<file path="src/rtl/bsf_pkg.sv">
package bsf_pkg;
  typedef struct packed {
    logic sampleEn;
    logic latchSet;
    logic latchClr;
  } bsfStrobes_t;
endpackage

</file>
<file path="src/rtl/bsf_blanker.sv">
module bsf_blanker #(
  parameter int DT_W = 8
) (
  input  logic            clk,
  input  logic            rstN,
  input  logic [DT_W-1:0] deadTime,
  input  logic            gate,
  input  logic            cmp,
  output logic            hit
);
  logic            gatePrev;
  logic [DT_W-1:0] blankCnt;
  logic            gateRise;
  logic            sampleOk;

  assign gateRise = gate && !gatePrev;
  // On the turn-on cycle only a zero interval allows sampling.
  assign sampleOk = gateRise ? (deadTime == '0) : (blankCnt == '0);
  assign hit      = gate && sampleOk && cmp;

  always_ff @(posedge clk or negedge rstN) begin
    if (!rstN) begin
      gatePrev <= 1'b0;
      blankCnt <= '0;
    end else begin
      gatePrev <= gate;
      if (!gate)
        blankCnt <= '0;
      else if (gateRise)
        blankCnt <= (deadTime == '0) ? '0 : deadTime - 1'b1;
      else if (blankCnt != '0)
        blankCnt <= blankCnt - 1'b1;
    end
  end
endmodule

</file>
<file path="src/rtl/bsf_datapath.sv">
module bsf_datapath
  import bsf_pkg::*;
#(
  parameter int PHASES = 3,
  parameter int DT_W   = 8
) (
  input  logic              clk,
  input  logic              rstN,
  input  logic [DT_W-1:0]   deadTime,
  input  logic [PHASES-1:0] gateHi,
  input  logic [PHASES-1:0] gateLo,
  input  logic [PHASES-1:0] vdsHi,
  input  logic [PHASES-1:0] vdsLo,
  input  bsfStrobes_t       strobes,
  output logic              detect,
  output logic              faultN,
  output logic              outDisable
);
  localparam int FETS = 2 * PHASES;

  logic [FETS-1:0]   gateAll;
  logic [FETS-1:0]   vdsAll;
  logic [FETS-1:0]   hitAll;
  logic [PHASES-1:0] hiHit;
  logic [PHASES-1:0] loHit;
  logic              gndShort;
  logic              supShort;
  logic              windShort;
  logic              flagReg;
  logic              latchReg;

  assign gateAll = {gateLo, gateHi};
  assign vdsAll  = {vdsLo, vdsHi};

  for (genvar f = 0; f < FETS; f++) begin : g_fet
    bsf_blanker #(.DT_W(DT_W)) u_blank (
      .clk      (clk),
      .rstN     (rstN),
      .deadTime (deadTime),
      .gate     (gateAll[f]),
      .cmp      (vdsAll[f]),
      .hit      (hitAll[f])
    );
  end

  assign hiHit     = hitAll[PHASES-1:0];
  assign loHit     = hitAll[FETS-1:PHASES];
  assign gndShort  = |hiHit;
  assign supShort  = |loHit;
  assign windShort = |(hiHit & loHit);
  assign detect    = strobes.sampleEn && (gndShort || supShort || windShort);

  always_ff @(posedge clk or negedge rstN) begin
    if (!rstN) begin
      flagReg  <= 1'b0;
      latchReg <= 1'b0;
    end else begin
      flagReg <= detect;
      if (strobes.latchClr)
        latchReg <= 1'b0;
      else if (strobes.latchSet)
        latchReg <= 1'b1;
    end
  end

  assign faultN     = !(flagReg || latchReg);
  assign outDisable = latchReg;
endmodule

</file>
<file path="src/rtl/bsf_control.sv">
module bsf_control
  import bsf_pkg::*;
(
  input  logic        coastN,
  input  logic        commPulse,
  input  logic        stopOnFault,
  input  logic        detect,
  output bsfStrobes_t strobes
);
  always_comb begin
    strobes.sampleEn = coastN;
    strobes.latchClr = commPulse || !coastN;
    strobes.latchSet = stopOnFault && detect && !strobes.latchClr;
  end
endmodule

</file>
<file path="src/rtl/bridge_short_latch.sv">
module bridge_short_latch
  import bsf_pkg::*;
#(
  parameter int PHASES = 3,
  parameter int DT_W   = 8
) (
  input  logic              clk,
  input  logic              rstN,
  input  logic              coastN,
  input  logic              commPulse,
  input  logic              stopOnFault,
  input  logic [DT_W-1:0]   deadTime,
  input  logic [PHASES-1:0] gateHi,
  input  logic [PHASES-1:0] gateLo,
  input  logic [PHASES-1:0] vdsHi,
  input  logic [PHASES-1:0] vdsLo,
  output logic              faultN,
  output logic              outDisable
);
  bsfStrobes_t strobes;
  logic        detect;

  bsf_control u_ctl (
    .coastN      (coastN),
    .commPulse   (commPulse),
    .stopOnFault (stopOnFault),
    .detect      (detect),
    .strobes     (strobes)
  );

  bsf_datapath #(.PHASES(PHASES), .DT_W(DT_W)) u_dp (
    .clk        (clk),
    .rstN       (rstN),
    .deadTime   (deadTime),
    .gateHi     (gateHi),
    .gateLo     (gateLo),
    .vdsHi      (vdsHi),
    .vdsLo      (vdsLo),
    .strobes    (strobes),
    .detect     (detect),
    .faultN     (faultN),
    .outDisable (outDisable)
  );
endmodule

</file>
<file path="config.mk">
export PLATFORM = sky130hd
export DESIGN_NAME = bridge_short_latch
export DESIGN_NICKNAME = d
export VERILOG_FILES = /design/src/rtl/bsf_pkg.sv /design/src/rtl/bsf_blanker.sv /design/src/rtl/bsf_datapath.sv /design/src/rtl/bsf_control.sv /design/src/rtl/bridge_short_latch.sv
export SDC_FILE = /design/constraint.sdc
export NUM_CORES = 1
export LEC_CHECK = 0
export CAP_MARGIN = 20
export CORE_UTILIZATION = 30
export CTS_BUF_LIST = sky130_fd_sc_hd__clkbuf_4
export DETAILED_ROUTE_END_ITERATION = 8
export SLEW_MARGIN = 5
export SYNTH_ARGS = -nofsm -noshare
export SYNTH_HDL_FRONTEND = slang
export SYNTH_HIERARCHICAL = 1
export SYNTH_SLANG_ARGS = --single-unit
</file>
<file path="constraint.sdc">
create_clock -name clk -period 7 [get_ports clk]
set_clock_uncertainty 0.2 [all_clocks]
set_input_delay 1.05 -clock clk [delete_from_list [all_inputs] [get_ports clk]]
set_output_delay 1.05 -clock clk [all_outputs]
set_load 0.02 [all_outputs]
</file>
==> reports/metrics.cfg, run 1 <==
[status]
status = finished clean

[worst_setup_path]
cp.arrival_ps = 4120
path_max_fanout = 21
ff2ff_path_depth = 9
critPathLaunchType = input pin
critPathRequiredTime_ps = 7100
endpoint_kind = flop
criticalPathCategory = in -> reg

[yosys]
synth_edf_count = 0
synth-simple-area-share_pct = 23.19
synth_mux_area_share_pct = 1.597
netlist_area_sq_um = 4230
yosys_warnings = 6
synth_top_family_by_area = simple AND/OR/NAND/NOR gates
synth_area_per_cell_sq_um = 9.443
synth_nets = 491
synth_adder_area_share_pct = 5.324
ys.flop_type = dfrtp_1
ys_ff_latch = 56
synth_compound_area_share_pct = 22.92
synth-async-reset-ratio_pct = 100.0
synth-xor-area-share_pct = 9.938
ys_seq_area_share_pct = 33.13
syn_inst = 448
ys_types = 35

[place]
dp.cells = 660
dp_slack_ps = 2542
dp_hpwl_um = 7225
io_buffers = 26
place_congestion = 0.8112

[worst_hold_path]
worstHoldPathType = reg -> reg
whs_path_depth = 2

[finish]
fin_cells = 665
area_growth_pct = 13.19
nFillCells = 1378
drive_gt1_share_pct = 14.02
final_common_cell = dfrtp_1
fin_nets = 530
most-common-layout-cells = dfrtp_1 (56), inv_1 (42), a21oi_1 (30)
antenna_cells = 0
final_core_util_pct = 34.63

[global_routing]
grt_usage_pct = 14.98
grt_pass1_vias = 3485
grt_pass1_wl_um = 17370
grt_overflow_total = 0
grt_start_max_net_pins = 57
antenna_found_initial = 0

[drt]
routed_wl_um = 10250
via_count = 3562
ant_nets = 0
drtPass1Iterations = 4
wl_per_cell_um = 15.41
via_per_inst = 5.356
drc = 0
drtIter0Drc = 194

[cts]
cts.clk_slew.worst_paths_ps = 160
cts_buffer_depth = 2
post_cts_buffers = 0
cts.root.buffer_cell = clkbuf_4
hold_buffers = 0
cts_buffers = 5
h-tree-depth = 2
cts_sinks = 56
insertion_delay_ps = 390
cts-resized-gates = 0
cts_tree = built

[floorplan]
die_w_um = 120.7
die-area_sq_um = 14580
ios = 27
std_cell_rows = 43
die_h_um = 120.7
start_util_pct = 30.59
core_sq_um = 13830

[timing]
max_freq_mhz = 248.7
finalCriticalPeriod_ps = 4021
rsz0062_at_grt = no
timing.final.ws_setup_ps = 2979
report.final.hold_viol_count = 0
tightest_slew_ps = 837.3
setup_viol = 0
final_max_slew_viol_count = 0
fin_crit_sh_pct = 57.44
fin_setup_tns_ps = 0
max_slew_margin_pct = 44.18

[power_and_ir_drop]
vdd_drop_max_v = 0.0001000
p_per_area_nw_per_um2 = 176.2
leakagePower_nw = 1.869

[job]
drv_cap = 0

-- metrics by stage --
| stage | power [mW] | cell area [sq um] | hold WS, ps |
|---|---|---|---|
| after floorplan | 0.6179 | 4230 | 272.6 |
| after global placement | 0.7084 | 4751 | 291.5 |
| after detailed placement | 0.7168 | 4751 | 299.7 |
| after CTS | 0.8551 | 4788 | 332.7 |
| after global routing | 0.9120 | 4788 | 376.4 |
| final | 0.8437 | 4788 | 328.0 |
-- critical path: stages --
cell	delay [ps]
clkdlybuf4s50_1	1000
inv_1	100
ha_1	260
or4b_4	260
nor4_1	70
a21oi_1	190
nor2b_1	80
or4_1	540
o31a_1	260
and4b_1	180
nor2_1	80
nor2_1	50
-- kinds of logic (layout without fill, tap and decap cells) --
logic type,after synthesis,count (layout)
AOI/OAI and AO/OA,121,121
buffers and inverters,43,80
muxes,6,6
adders and majority gates,18,18
xor gates and xnor gates,48,48
and+or+nand+nor,156,156
DFF,56,56
-- layout make-up --
class | instances | area, sq um | area share, %
Sequential cell | 56 | 1401 | 29.27
Clock buffer | 5 | 37.54 | 0.7839
Inverter | 42 | 157.7 | 3.292
Tap cell | 180 | 225.2 | 4.703
Timing Repair Buffer | 33 | 302.8 | 6.323
Multi-Input combinational cell | 349 | 2664 | 55.63
-- worst paths after layout --
| path | end | start | slack [ps] |
|---|---|---|---|
| max in group asynchronous | u_dp/g_fet[0].u_blank/blankCnt[0]$_DFFE_PN0P_ | rstN | 5530 |
| min reg2reg | u_dp/g_fet[1].u_blank/blankCnt[1]$_DFFE_PN0P_ | u_dp/g_fet[1].u_blank/blankCnt[1]$_DFFE_PN0P_ | 330 |
| max reg2reg | u_dp/outDisable$_DFFE_PN0P_ | u_dp/g_fet[5].u_blank/blankCnt[3]$_DFFE_PN0P_ | 4370 |
| min in group asynchronous | u_dp/g_fet[4].u_blank/gatePrev$_DFF_PN0_ | rstN | 600 |
| min | u_dp/g_fet[1].u_blank/blankCnt[1]$_DFFE_PN0P_ | u_dp/g_fet[1].u_blank/blankCnt[1]$_DFFE_PN0P_ | 330 |
| max | u_dp/outDisable$_DFFE_PN0P_ | deadTime[0] | 2980 |
-- power breakdown --
part | total [mW] | switching, mW | internal [mW]
combinational | 0.301 | 0.160 | 0.141
clock | 0.133 | 0.0987 | 0.0340
sequential | 0.410 | 0.0449 | 0.365
-- synthesized netlist by cell type (18+ instances only) --
cell / count / area, sq um
dfrtp_1: 56 / 1401
inv_1: 42 / 157.7
a21oi_1: 30 / 150.1
nor3_1: 24 / 120.1
xnor2_1: 24 / 210.2
xor2_1: 24 / 210.2
nor2_1: 21 / 78.83
ha_1: 18 / 225.2
nand2_1: 18 / 67.56
-- sequential cells by signal, summed over array words and instances, names as in the netlist --
register                     cells
u_dp/g_fet.u_blank/gatePrev      6
u_dp/g_fet.u_blank/blankCnt     48
u_dp/flagReg                     1
u_dp/outDisable                  1
-- per-layer routing --
layer | track usage, % | part of all wire, % | up-vias
met1 | 20.62 | 48 | 1718
met3 | 2.453 | 3.6 | 11
met4 | 4.321 | 1.2 | 0
li1 | - | - | 1774
met2 | 24.07 | 47 | 59
met5 | 0 | 0 | -
Power figures use the tool's default switching activity.
==> run 2: changes to the inputs <==
- clock period: 7 -> 3.7 ns (I/O delays scaled with it)
==> reports/metrics.cfg, run 2 (synthesis gave the netlist of run 1 again) <==
[status]
status = finished clean

[drt]
ant_nets = 0
drtPass1Iterations = 5
routed_wl_um = 10920
drtIter0Drc = 255
drc = 0
via_count = 3666
via_per_inst = 5.375
wl_per_cell_um = 16.01

[floorplan]
die_h_um = 120.7
std_cell_rows = 43
die-area_sq_um = 14580
ios = 27
die_w_um = 120.7
start_util_pct = 30.59
core_sq_um = 13830

[global_routing]
grt_overflow_total = 0
grt_pass1_vias = 3629
grt_pass1_wl_um = 18350
grt_start_max_net_pins = 31
grt_usage_pct = 15.95
antenna_found_initial = 0

[cts]
insertion_delay_ps = 410
h-tree-depth = 2
cts_tree = built
post_cts_buffers = 0
cts_sinks = 56
cts.clk_slew.worst_paths_ps = 160
cts.root.buffer_cell = clkbuf_4
cts_buffer_depth = 2
cts_buffers = 5

[worst_setup_path]
crit_path_max_incr_delay_ps = 510
crit_start = deadTime[0]
ff2ff_path_depth = 9
worst_path_max_delay_cell = or4_1
endpoint_kind = flop
path_max_fanout = 30
cp.arrival_ps = 3180
critPathLaunchType = input pin
r2r_start = u_dp/g_fet[3].u_blank/blankCnt[3]$_DFFE_PN0P_
path_buf_inv = 3
worstPathCellList = clkdlybuf4s50_1, buf_12, inv_1, ha_1, or4b_4, nor4_1, a21oi_1, nor2b_1, or4_1, o31a_1, and4b_1, nor2_1, nor2_1
crit_path_frequent_cell = nor2_1
cpLargestDelayFamily = simple AND/OR/NAND/NOR gates
r2r_end = u_dp/outDisable$_DFFE_PN0P_
r2r_setup_slack_ps = 1150
critPathRequiredTime_ps = 3830
criticalPathCategory = in -> reg

[timing]
fin_setup_tns_ps = 0
setup_viol = 0
tightest_slew_ps = 731.7
fin_crit_sh_pct = 82.33
fin_hold_ws_ps = 332.6
report.final.hold_viol_count = 0
max_freq_mhz = 328.3
finalCriticalPeriod_ps = 3046
final_max_slew_viol_count = 0
max_slew_margin_pct = 51.22
rsz0062_at_grt = no

[finish]
fin_nets = 546
most-common-layout-cells = dfrtp_1 (56), inv_1 (42), a21oi_1 (30)
largest_reg_flops = 48
final_common_cell = dfrtp_1
antenna_cells = 0
area_growth_pct = 17.39
drive_gt1_share_pct = 16.73
nFillCells = 1408
final_core_util_pct = 35.92
top_register = u_dp/g_fet.u_blank/blankCnt
reg_top3 = u_dp/g_fet.u_blank/blankCnt: 48 flops, u_dp/g_fet.u_blank/gatePrev: 6 flops

[power_and_ir_drop]
combPwrFrac_pct = 35.0
leakagePower_nw = 1.970
power.switching_mw = 0.5956
p_seq_share_pct = 45.6
pwr-share-clk_pct = 19.4
p_int_mw = 1.107
switching_share_pct = 34.99
vdd_drop_max_v = 0.0001853
p_per_area_nw_per_um2 = 342.8

[worst_hold_path]
worstHoldPathType = reg -> reg
worstHoldEndpoint = u_dp/g_fet[4].u_blank/blankCnt[1]$_DFFE_PN0P_
worstHoldStart = u_dp/g_fet[4].u_blank/blankCnt[1]$_DFFE_PN0P_
whs_path_depth = 2

[place]
io_buffers = 26
place_congestion = 0.8273
dp_hpwl_um = 8075

[job]
drv_cap = 0

[run 2: changes by cell type in the layout (fill, tap and decap cells not counted), sizes merged]
cell | before | now
bufinv | 0 | 1
dlygate4sd3 | 0 | 1
buf | 9 | 24
[run 2: worst max-delay path by stage]
stage	to	slack, ps	cells after the start
finish	u_dp/outDisable$_DFFE_PN0P_	650	13
CTS	u_dp/outDisable$_DFFE_PN0P_	680	13
floorplan	u_dp/outDisable$_DFFE_PN0P_	1090	11
global placement	u_dp/outDisable$_DFFE_PN0P_	240	13
detailed placement	u_dp/outDisable$_DFFE_PN0P_	210	13
global route	u_dp/outDisable$_DFFE_PN0P_	530	12
[run 2: power by group through the flow]
stage          logic [mW]  clock network (mW)  registers, mW
6_report            0.596               0.331          0.776
3_3_place_gp        0.577                   0          0.783
3_5_place_dp        0.593                   0          0.787
5_1_grt             0.666               0.378          0.790
4_1_cts             0.597               0.358          0.776
2_1_floorplan       0.403                   0          0.766
[run 2: worst min-delay path: cells and delay by family (launching register included)]
kind	cells	cell delay, ps
simple gates	1	50
flops	1	400
compound gates	1	60
[run 2: layout make-up]
class | count | area [sq um] | share of cell area (%)
well taps | 180 | 225.2 | 4.535
flip-flops and latches | 56 | 1401 | 28.22
clock inverters | 1 | 30.03 | 0.6047
repair buffers | 49 | 450.4 | 9.070
multi-input cells | 349 | 2664 | 53.64
clock buffers | 5 | 37.54 | 0.7559
inverters | 42 | 157.7 | 3.175
[run 2: through the flow]
stage               instances  total power [mW]  worst slack (ps)  cell area (sq um)
floorplan                 448             1.169              1095               4230
global placement          675             1.360             240.7               4888
detailed placement        675             1.380             205.0               4888
CTS                       682             1.731             676.1               4966
global route              682             1.834             530.4               4966
finish                    682             1.702             654.0               4966
[run 2: what timing repair did]
item	CTS	global route
resized for setup	0	0
endpoints found under the hold margin	29	0
hold buffers	1	0
endpoints found under the setup margin	0	0
[run 2: per-layer routing]
layer	GRT usage [%]	up-vias	wire length, um	part of all wire, %
met3	3.208	10	378	3.5
li1	-	1797	-	-
met2	25.97	70	5178	47
met4	3.627	0	103	0.94
met1	21.66	1789	5256	48
met5	0	-	0	0
==> run 3: changes to the inputs <==
- clock period: 3.7 -> 2.45 ns (I/O delays scaled with it)
==> reports/metrics.cfg, run 3 (synthesis gave the netlist of run 1 again) <==
[cts]
cts_buffer_depth = 2
cts_tree = built
cts.root.buffer_cell = clkbuf_4
cts_buffers = 5
cts_sinks = 56
insertion_delay_ps = 410
h-tree-depth = 2
cts.clk_slew.worst_paths_ps = 180

[place]
dp.cells = 732
place_area_sq_um = 5316
dp_hpwl_um = 8790
dp_slack_ps = -710.7
place_congestion = 0.8808
io_buffers = 26

[finish]
largest_reg_flops = 48
final_common_cell = buf_4
most-common-layout-cells = buf_4 (77), dfrtp_1 (56), inv_1 (39), a21oi_1 (29)
fin_cells = 745
final_cell_area_sq_um = 5483
multiInputGateArea_sq_um = 2735
fin_nets = 607
drive_gt1_share_pct = 28.32
area_growth_pct = 29.61
nFillCells = 1359
top_register = u_dp/g_fet.u_blank/blankCnt
ff_latch_area_sq_um = 1401
reg_top3 = u_dp/g_fet.u_blank/blankCnt: 48 flops, u_dp/g_fet.u_blank/gatePrev: 6 flops
antenna_cells = 0

[drt]
drtPass1Iterations = 4
wl_met2_um = 5311
via_per_inst = 5.236
via_count = 3901
wl_per_cell_um = 15.27
routed_wl_um = 11370
wl_met1_um = 5495
drc = 0
route.met3.wl_um = 462
ant_nets = 0
drtIter0Drc = 188
top_layer = met4

[floorplan]
die_h_um = 120.7
core_sq_um = 13830
ios = 27
die_w_um = 120.7
start_util_pct = 30.59
std_cell_rows = 43
die-area_sq_um = 14580

[power_and_ir_drop]
leakagePower_nw = 2.269
p_per_area_nw_per_um2 = 472.7
vdd_drop_max_v = 0.0002455

[global_routing]
grt_pass1_vias = 3900
grt_start_max_net_pins = 23
grt_pass1_wl_um = 18890
antenna_found_initial = 0
grt_usage_pct = 16.11
grt_overflow_total = 0

[timing]
setup_viol = 0
finalCriticalPeriod_ps = 2434
timing.final.ws_setup_ps = 16.30
rsz0062_at_grt = yes
tightest_slew_ps = 529.6
fin_crit_sh_pct = 99.33
final_max_slew_viol_count = 0
max_slew_margin_pct = 64.42
fin_hold_ws_ps = 240.0
max_freq_mhz = 410.9
report.final.hold_viol_count = 0

[worst_setup_path]
critPathRequiredTime_ps = 2610
ff2ff_path_depth = 11
cp.arrival_ps = 2600
criticalPathCategory = in -> reg
endpoint_kind = flop
critPathLaunchType = input pin
path_max_fanout = 7

[status]
status = finished clean

[job]
drv_cap = 0

[worst_hold_path]
worstHoldPathType = in -> async

==> run 3: metal layers <==
layer / GRT usage, % / up-vias
met4: 3.627 / 0
met5: 0 / -
met2: 26.69 / 95
met3: 2.594 / 10
met1: 21.93 / 1888
li1: - / 1908
==> run 3: power breakdown <==
| group | switching, mW | internal (mW) |
|---|---|---|
| combinational | 0.497 | 0.491 |
| sequential | 0.129 | 1.04 |
| clock | 0.311 | 0.121 |
| total | 0.937 | 1.65 |
==> run 3: timing repair <==
action	4_1_cts	5_1_grt
endpoints found under the hold margin	20	0
pin swaps	4	5
hold buffers	1	0
resized for setup	12	13
buffers inserted	1	2
cloned	1	0
setup endpoints to repair	7	4
==> run 3: critical path: stages <==
cell and delay, ps:
dlygate4sd2_1 240, buf_6 140, buf_4 130, buf_4 120
inv_1 50, ha_1 160, or4b_4 490, nor4_4 150
a21oi_1 100, nor2b_1 160, o31a_1 170, and4b_1 200
nor2_1 50, nor2_1 80
==> run 3: metrics by stage <==
step / util, % / setup TNS (ps) / total power [mW]
2_1_floorplan: - / 0 / 1.766
3_3_place_gp: 38.45 / -13770 / 2.130
3_5_place_dp: 38.45 / -14700 / 2.149
4_1_cts: 39.24 / 0 / 2.597
5_1_grt: 39.65 / -47.05 / 2.761
6_report: 39.65 / 0 / 2.592
==> run 3: worst paths after layout <==
kind                                                               start                                             to  slack (ps)
max                                                          deadTime[0]                    u_dp/outDisable$_DFFE_PN0P_          20
min                                                                 rstN  u_dp/g_fet[4].u_blank/blankCnt[5]$_DFFE_PN0P_         240
max reg2reg                u_dp/g_fet[2].u_blank/blankCnt[0]$_DFFE_PN0P_                    u_dp/outDisable$_DFFE_PN0P_          80
min reg2reg                u_dp/g_fet[1].u_blank/blankCnt[1]$_DFFE_PN0P_  u_dp/g_fet[1].u_blank/blankCnt[1]$_DFFE_PN0P_         340
max in group asynchronous                                           rstN  u_dp/g_fet[2].u_blank/blankCnt[7]$_DFFE_PN0P_        1140
min in group clk                                               gateHi[1]       u_dp/g_fet[1].u_blank/gatePrev$_DFF_PN0_         320
==> run 3: final cells by class <==
class | instances | share of cell area (%)
sequential | 56 | 25.56
tap | 180 | 4.108
clock buffer | 6 | 0.8215
inverter | 42 | 2.875
multi-input combinational | 349 | 49.89
timing repair buffer | 110 | 16.54
clock inverter | 2 | 0.2054
